==> src/rtl/pcb_pkg.sv <==
package pcb_pkg;

  // Byte offsets of the register windows
  localparam int unsigned OFF_LVL     = 32'h00;
  localparam int unsigned OFF_LVL_SET = 32'h04;
  localparam int unsigned OFF_LVL_CLR = 32'h08;
  localparam int unsigned OFF_DIR     = 32'h0C;
  localparam int unsigned OFF_DIR_SET = 32'h10;
  localparam int unsigned OFF_DIR_CLR = 32'h14;
  localparam int unsigned OFF_PINS    = 32'h18;

  typedef enum logic [2:0] {
    SEL_NONE,
    SEL_LVL,
    SEL_LVL_SET,
    SEL_LVL_CLR,
    SEL_DIR,
    SEL_DIR_SET,
    SEL_DIR_CLR,
    SEL_PINS
  } reg_sel_e;

  // Per-register update request: full load, bitwise set, bitwise clear
  typedef struct packed {
    logic load;
    logic set;
    logic clr;
  } bit_op_t;

endpackage

==> src/rtl/pcb_rst_sync.sv <==
module pcb_rst_sync (
  input  logic clk,
  input  logic rst_n,
  output logic rst_sync_n
);

  logic [1:0] stage_q;

  always_ff @(posedge clk or negedge rst_n) begin
    if (!rst_n) stage_q <= 2'b00;
    else        stage_q <= {stage_q[0], 1'b1};
  end

  assign rst_sync_n = stage_q[1];

endmodule

==> src/rtl/pcb_sync.sv <==
module pcb_sync #(
  parameter int unsigned W      = 16,
  parameter int unsigned STAGES = 2
) (
  input  logic         clk,
  input  logic         rst_n,
  input  logic [W-1:0] d,
  output logic [W-1:0] q
);

  logic [W-1:0] chain_q [STAGES];
  logic [W-1:0] chain_d [STAGES];

  for (genvar s = 0; s < STAGES; s++) begin : g_stage
    if (s == 0) begin : g_first
      assign chain_d[s] = d;
    end else begin : g_next
      assign chain_d[s] = chain_q[s-1];
    end

    always_ff @(posedge clk or negedge rst_n) begin
      if (!rst_n) chain_q[s] <= '0;
      else        chain_q[s] <= chain_d[s];
    end
  end

  assign q = chain_q[STAGES-1];

  // Two-edge latency check, armed only once two edges have passed since reset
  if (STAGES == 2) begin : g_chk2
    logic [1:0] seen_q;
    always_ff @(posedge clk or negedge rst_n) begin
      if (!rst_n)            seen_q <= 2'd0;
      else if (seen_q != 2'd2) seen_q <= seen_q + 2'd1;
    end

    a_r7_two_edge_latency: assert property (@(posedge clk) disable iff (!rst_n)
      (seen_q == 2'd2) |-> (q == $past(d, 2)));
  end

endmodule

==> src/rtl/pcb_decode.sv <==
module pcb_decode
  import pcb_pkg::*;
#(
  parameter int unsigned ADDR_W = 8
) (
  input  logic [ADDR_W-1:0] addr,
  input  logic              we,
  output reg_sel_e          sel,
  output bit_op_t           lvl_op,
  output bit_op_t           dir_op
);

  always_comb begin
    sel = SEL_NONE;
    if      (addr == ADDR_W'(OFF_LVL))     sel = SEL_LVL;
    else if (addr == ADDR_W'(OFF_LVL_SET)) sel = SEL_LVL_SET;
    else if (addr == ADDR_W'(OFF_LVL_CLR)) sel = SEL_LVL_CLR;
    else if (addr == ADDR_W'(OFF_DIR))     sel = SEL_DIR;
    else if (addr == ADDR_W'(OFF_DIR_SET)) sel = SEL_DIR_SET;
    else if (addr == ADDR_W'(OFF_DIR_CLR)) sel = SEL_DIR_CLR;
    else if (addr == ADDR_W'(OFF_PINS))    sel = SEL_PINS;
  end

  always_comb begin
    lvl_op = '0;
    dir_op = '0;
    if (we) begin
      unique case (sel)
        SEL_LVL:     lvl_op.load = 1'b1;
        SEL_LVL_SET: lvl_op.set  = 1'b1;
        SEL_LVL_CLR: lvl_op.clr  = 1'b1;
        SEL_DIR:     dir_op.load = 1'b1;
        SEL_DIR_SET: dir_op.set  = 1'b1;
        SEL_DIR_CLR: dir_op.clr  = 1'b1;
        default: ;
      endcase
    end
  end

  // at most one storage update per bus write, none for read-only or unmapped
  always_comb begin
    a_r9_single_update: assert ($onehot0({lvl_op, dir_op}));
  end

endmodule

==> src/rtl/pcb_bitreg.sv <==
module pcb_bitreg
  import pcb_pkg::*;
#(
  parameter int unsigned W = 16
) (
  input  logic         clk,
  input  logic         rst_n,
  input  bit_op_t      op,
  input  logic [W-1:0] wdata,
  output logic [W-1:0] q
);

  logic [W-1:0] q_r;
  logic [W-1:0] q_nxt;
  logic         upd_en;

  assign upd_en = op.load | op.set | op.clr;

  always_comb begin
    q_nxt = q_r;
    if      (op.load) q_nxt = wdata;
    else if (op.set)  q_nxt = q_r | wdata;
    else if (op.clr)  q_nxt = q_r & ~wdata;
  end

  always_ff @(posedge clk or negedge rst_n) begin
    if (!rst_n)      q_r <= '0;
    else if (upd_en) q_r <= q_nxt;
  end

  assign q = q_r;

  a_r2_load_replaces: assert property (@(posedge clk) disable iff (!rst_n)
    op.load |=> (q == $past(wdata)));

  a_r3_set_only_ones: assert property (@(posedge clk) disable iff (!rst_n)
    op.set |=> (((q & $past(wdata)) == $past(wdata)) &&
                ((q & ~$past(wdata)) == ($past(q) & ~$past(wdata)))));

  a_r4_clear_only_ones: assert property (@(posedge clk) disable iff (!rst_n)
    op.clr |=> (((q & $past(wdata)) == '0) &&
                ((q & ~$past(wdata)) == ($past(q) & ~$past(wdata)))));

  a_r9_hold_without_op: assert property (@(posedge clk) disable iff (!rst_n)
    !(op.load || op.set || op.clr) |=> $stable(q));

endmodule

==> src/rtl/pcb_rdmux.sv <==
module pcb_rdmux
  import pcb_pkg::*;
#(
  parameter int unsigned PINS   = 16,
  parameter int unsigned DATA_W = 32
) (
  input  reg_sel_e          sel,
  input  logic [PINS-1:0]   lvl_q,
  input  logic [PINS-1:0]   dir_q,
  input  logic [PINS-1:0]   pins_q,
  output logic [DATA_W-1:0] rdata
);

  logic [PINS-1:0] pick;

  always_comb begin
    unique case (sel)
      SEL_LVL:  pick = lvl_q;
      SEL_DIR:  pick = dir_q;
      SEL_PINS: pick = pins_q;
      default:  pick = '0;
    endcase
  end

  assign rdata = DATA_W'(pick);

endmodule

==> src/rtl/pin_ctrl_bank.sv <==
module pin_ctrl_bank
  import pcb_pkg::*;
#(
  parameter int unsigned PINS   = 16,
  parameter int unsigned DATA_W = 32,
  parameter int unsigned ADDR_W = 8
) (
  input  logic              clk,
  input  logic              rst_n,
  input  logic [ADDR_W-1:0] bus_addr,
  input  logic              bus_we,
  input  logic [DATA_W-1:0] bus_wdata,
  output logic [DATA_W-1:0] bus_rdata,
  input  logic [PINS-1:0]   pin_in,
  output logic [PINS-1:0]   pin_out,
  output logic [PINS-1:0]   pin_oe
);

  localparam int unsigned SYNC_STAGES = 2;

  logic            rst_sync_n;
  reg_sel_e        sel;
  bit_op_t         lvl_op;
  bit_op_t         dir_op;
  logic [PINS-1:0] wbits;
  logic [PINS-1:0] lvl_q;
  logic [PINS-1:0] dir_q;
  logic [PINS-1:0] pins_q;

  assign wbits = bus_wdata[PINS-1:0];

  pcb_rst_sync i_rst_sync (
    .clk        (clk),
    .rst_n      (rst_n),
    .rst_sync_n (rst_sync_n)
  );

  pcb_decode #(.ADDR_W(ADDR_W)) i_decode (
    .addr   (bus_addr),
    .we     (bus_we),
    .sel    (sel),
    .lvl_op (lvl_op),
    .dir_op (dir_op)
  );

  pcb_bitreg #(.W(PINS)) i_lvl_reg (
    .clk   (clk),
    .rst_n (rst_sync_n),
    .op    (lvl_op),
    .wdata (wbits),
    .q     (lvl_q)
  );

  pcb_bitreg #(.W(PINS)) i_dir_reg (
    .clk   (clk),
    .rst_n (rst_sync_n),
    .op    (dir_op),
    .wdata (wbits),
    .q     (dir_q)
  );

  pcb_sync #(.W(PINS), .STAGES(SYNC_STAGES)) i_pin_sync (
    .clk   (clk),
    .rst_n (rst_sync_n),
    .d     (pin_in),
    .q     (pins_q)
  );

  pcb_rdmux #(.PINS(PINS), .DATA_W(DATA_W)) i_rdmux (
    .sel    (sel),
    .lvl_q  (lvl_q),
    .dir_q  (dir_q),
    .pins_q (pins_q),
    .rdata  (bus_rdata)
  );

  assign pin_out = lvl_q;
  assign pin_oe  = dir_q;

  a_r8_alias_reads_zero: assert property (@(posedge clk) disable iff (!rst_sync_n)
    ((bus_addr == ADDR_W'(OFF_LVL_SET)) || (bus_addr == ADDR_W'(OFF_LVL_CLR)) ||
     (bus_addr == ADDR_W'(OFF_DIR_SET)) || (bus_addr == ADDR_W'(OFF_DIR_CLR)))
    |-> (bus_rdata == '0));

  a_r1_reset_clears_pins: assert property (@(posedge clk)
    !rst_sync_n |-> ((pin_oe == '0) && (pin_out == '0)));

  a_r11_out_moves_only_on_write: assert property (@(posedge clk) disable iff (!rst_sync_n)
    !(lvl_op.load || lvl_op.set || lvl_op.clr) |=> $stable(pin_out));

endmodule

==> config.mk <==
export PLATFORM = sky130hd
export DESIGN_NAME = pin_ctrl_bank
export DESIGN_NICKNAME = d
export VERILOG_FILES = /design/src/rtl/pcb_pkg.sv /design/src/rtl/pcb_rst_sync.sv /design/src/rtl/pcb_sync.sv /design/src/rtl/pcb_decode.sv /design/src/rtl/pcb_bitreg.sv /design/src/rtl/pcb_rdmux.sv /design/src/rtl/pin_ctrl_bank.sv
export SDC_FILE = /design/constraint.sdc
export NUM_CORES = 1
export LEC_CHECK = 0
export BUFFER_PORTS_ARGS = -buffer_cell sky130_fd_sc_hd__buf_4
export CAP_MARGIN = 20
export CORE_MARGIN = 2
export CORE_UTILIZATION = 40
export DETAILED_ROUTE_END_ITERATION = 6
export GPL_TIMING_DRIVEN = 1
export MAX_ROUTING_LAYER = met4
export PLACE_DENSITY = 0.7
export SLEW_MARGIN = 20
export SYNTH_ARGS = -nofsm -noshare
export SYNTH_HDL_FRONTEND = slang
export SYNTH_SLANG_ARGS = --single-unit
==> constraint.sdc <==
create_clock -name clk -period 2.85 [get_ports clk]
set_input_delay 0.1425 -clock clk [delete_from_list [all_inputs] [get_ports clk]]
set_output_delay 0.1425 -clock clk [all_outputs]
set_load 0.03 [all_outputs]
==> qor.yml <==
floorplanning:
  die_h_microns: 93.8
  fp.dieW_microns: 93.8
  ios: 123
  core_sq_um: 7770
  start_util_pct: 41.5
  num_rows: 32
  design.die.area_sq_um: 8790
logic_synthesis:
  netlist_area_sq_um: 3220
  yosysTopAreaCellShare_pct: 51.2
  async_reset_ff_share_pct: 100
  yosysUniqueCellTypes: 34
  syn_area_per_cell_sq_um: 10.9
  synth_edf_count: 0
  netlist_instances: 296
  ys.flop_type: "dfrtp_1"
  ys_seq_area_share_pct: 51.2
  synth_top_cell_by_area: "dfrtp_1"
  netlist_top_cells_area: "dfrtp_1, o2111ai_1, o221ai_1, o311ai_0, inv_1"
  ys_ff_latch: 66
  synth_warnings: 0
sta:
  period_needed_ns: 2.08
  worst_slew_pin_slew_ns: 0.753
  fin_skew_ns: 0.00967
  rsz0062_at_grt: "no"
  relSlewSlack_pct: 49.8
  hold_viol: 0
  setup-violations-final: 0
  maxSlewViolCount: 0
  fin_tns_setup_ns: 0
  period_share_pct: 73.0
  clock.fmax_mhz: 481
worst_hold_path:
  min_from: "bus_wdata[12]"
  min_path_type: "in -> reg"
drt:
  routed-via-count: 2937
  routed_wl_microns: 9450
  via_per_inst: 5.86
  dr.pass1.iters: 5
  drcViolationCount: 0
  ant_nets: 0
  post_drt_wl_per_cell_microns: 18.9
  drt-initial-drc-count: 258
clock_tree:
  numCtsBuffers: 9
  clockBufferDepth: 2
  cts-htree-levels: 3
  insertion_delay_ns: 0.34
  clk_pin_slew_worst_paths_ns: 0.07
  cts_resized: 0
  cts-root-buf: "clkbuf_8"
  cts_tree: "built"
  hold_buffers: 17
  clock-sinks: 66
  cts_setup_buffers: 0
final_layout:
  n_fill_cell: 669
  nets: 453
  antenna_cells: 0
  syn_to_final_growth_pct: 33.0
  fin_util_pct: 55.2
  drive_gt1_share_pct: 33.3
critical_path:
  path_max_fanout: 33
  startpoint_type: "primary input"
  worstSetupEndpointType: "primary output"
  cp.required_ns: 2.71
  crit_arrival_ns: 1.94
  crit_end: "bus_rdata[8]"
  r2r_setup_slack_ns: 1.92
  rr_worst_depth: 2
  crit_type: "in -> out"
  critical_path.startpoint: "bus_addr[7]"
global_route:
  grt_pass1_vias: 2845
  grt_pass1_wl_microns: 14700
  overflow: 0
  grt_max_degree: 44
  grt_antenna_before_repair: 0
  grt_use_total_pct: 22.2
power_and_ir_drop:
  p_leak_nw: 1.90
  cellPowerDensity_nw_per_um2: 555
  ir_drop_mv: 0.310
run:
  drv_cap: 0
placement:
  io_buffer_count: 90
  gp_congestion: 0.737
  dp_hpwl_microns: 5840
run_status:
  status: "finished clean"
## Yosys cell counts (2+ instances only)
| library cell | count |
|---|---|
| dfrtp_1 | 66 |
| nor4_4 | 2 |
| nand3_1 | 2 |
| nor2b_1 | 2 |
| nand4_1 | 16 |
| nand2_1 | 2 |
| o2111ai_1 | 16 |
| conb_1 | 2 |
| buf_6 | 2 |
| nor4_1 | 18 |
| a221o_1 | 6 |
| buf_2 | 4 |
| nand2b_1 | 16 |
| o221ai_1 | 15 |
| o311ai_0 | 15 |
| clkbuf_1 | 24 |
| inv_1 | 33 |
| o31ai_1 | 15 |
| buf_4 | 16 |
| a221o_2 | 10 |
## final cells by class
| class | instances | area (sq um) | share of cell area (%) |
|---|---|---|---|
| Sequential cell | 66 | 1650 | 38.5 |
| Multi-Input combinational cell | 166 | 1260 | 29.4 |
| Timing Repair Buffer | 118 | 941 | 21.9 |
| Clock buffer | 14 | 173 | 4.03 |
| Tap cell | 102 | 128 | 2.98 |
| Inverter | 33 | 124 | 2.89 |
| Clock inverter | 2 | 10.0 | 0.233 |
## worst max-delay path, stage by stage
cell and delay (ns):
buf_4 0.13, or4_4 0.75, nor4_4 0.30, buf_4 0.26, a221o_1 0.19, buf_4 0.16
## through the flow
stage               instance area, sq um  setup slack, ns  total power, W  hold slack (ns)  cells
finish                              4290            0.770         0.00238           0.0770    501
global placement                    3940            0.803         0.00163          -0.0748    468
global route                        4290            0.722         0.00249           0.0818    501
CTS                                 4290            0.782         0.00239           0.0698    501
floorplan                           3280            0.876         0.00143           -0.153    311
detailed placement                  3940            0.781         0.00164          -0.0718    468
## kinds of logic (layout without fill, tap and decap cells)
group	count (synthesis)	in the layout	synth area share, %
AOI/OAI and AO/OA	83	83	22.9
xor gates and xnor gates	1	1	0.272
buffers and inverters	79	167	11.7
DFF	66	66	51.2
other	2	17	0.233
and+or+nand+nor	65	65	13.7
## power by group
group          switching, W  leakage [nW]  total [W]  internal [W]
clock network      0.000350        0.0965   0.000735      0.000386
logic              0.000333          1.04   0.000540      0.000207
registers         0.0000788         0.765    0.00110       0.00102
total              0.000761          1.90    0.00238       0.00162
## routing by layer
metal / track usage, % / vias up / wire, microns
met5: - / - / 0
met4: 7.85 / 0 / 163
met3: 5.14 / 16 / 822
met2: 32.1 / 169 / 4410
met1: 30.8 / 1439 / 4060
li1: - / 1313 / -
## how the worst min path moves through the flow
stage | endpoint | slack [ns] | cells past startpoint
2_1_floorplan | i_rst_sync.stage_q[0]$_DFF_PN0_ | -0.15 | 0
3_3_place_gp | i_rst_sync.stage_q[0]$_DFF_PN0_ | -0.07 | 1
3_5_place_dp | i_rst_sync.stage_q[0]$_DFF_PN0_ | -0.07 | 1
4_1_cts | flip-flop | 0.07 | 3
5_1_grt | flip-flop | 0.08 | 3
6_report | flip-flop | 0.08 | 2
## cells in the final DEF (no fill, tap or decap), drive strengths merged
cell         count
buf            101
dfrtp           66
inv             33
nor4            20
conb            17
dlygate4sd3     17
nand2b          16
nand4           16
o2111ai         16
a221o           16
o31ai           15
o311ai          15
o221ai          15
clkbuf          14
nand2            2
nand3            2
clkinv           2
nor2b            2
and4bb           1
and2             1
or4              1
or3              1
xor2             1
a21o             1
nor2             1
and3b            1
o211a            1
nor3b            1
a311o            1
o211ai           1
o21ba            1
o21ai            1
(Power assumes the default switching activity.)
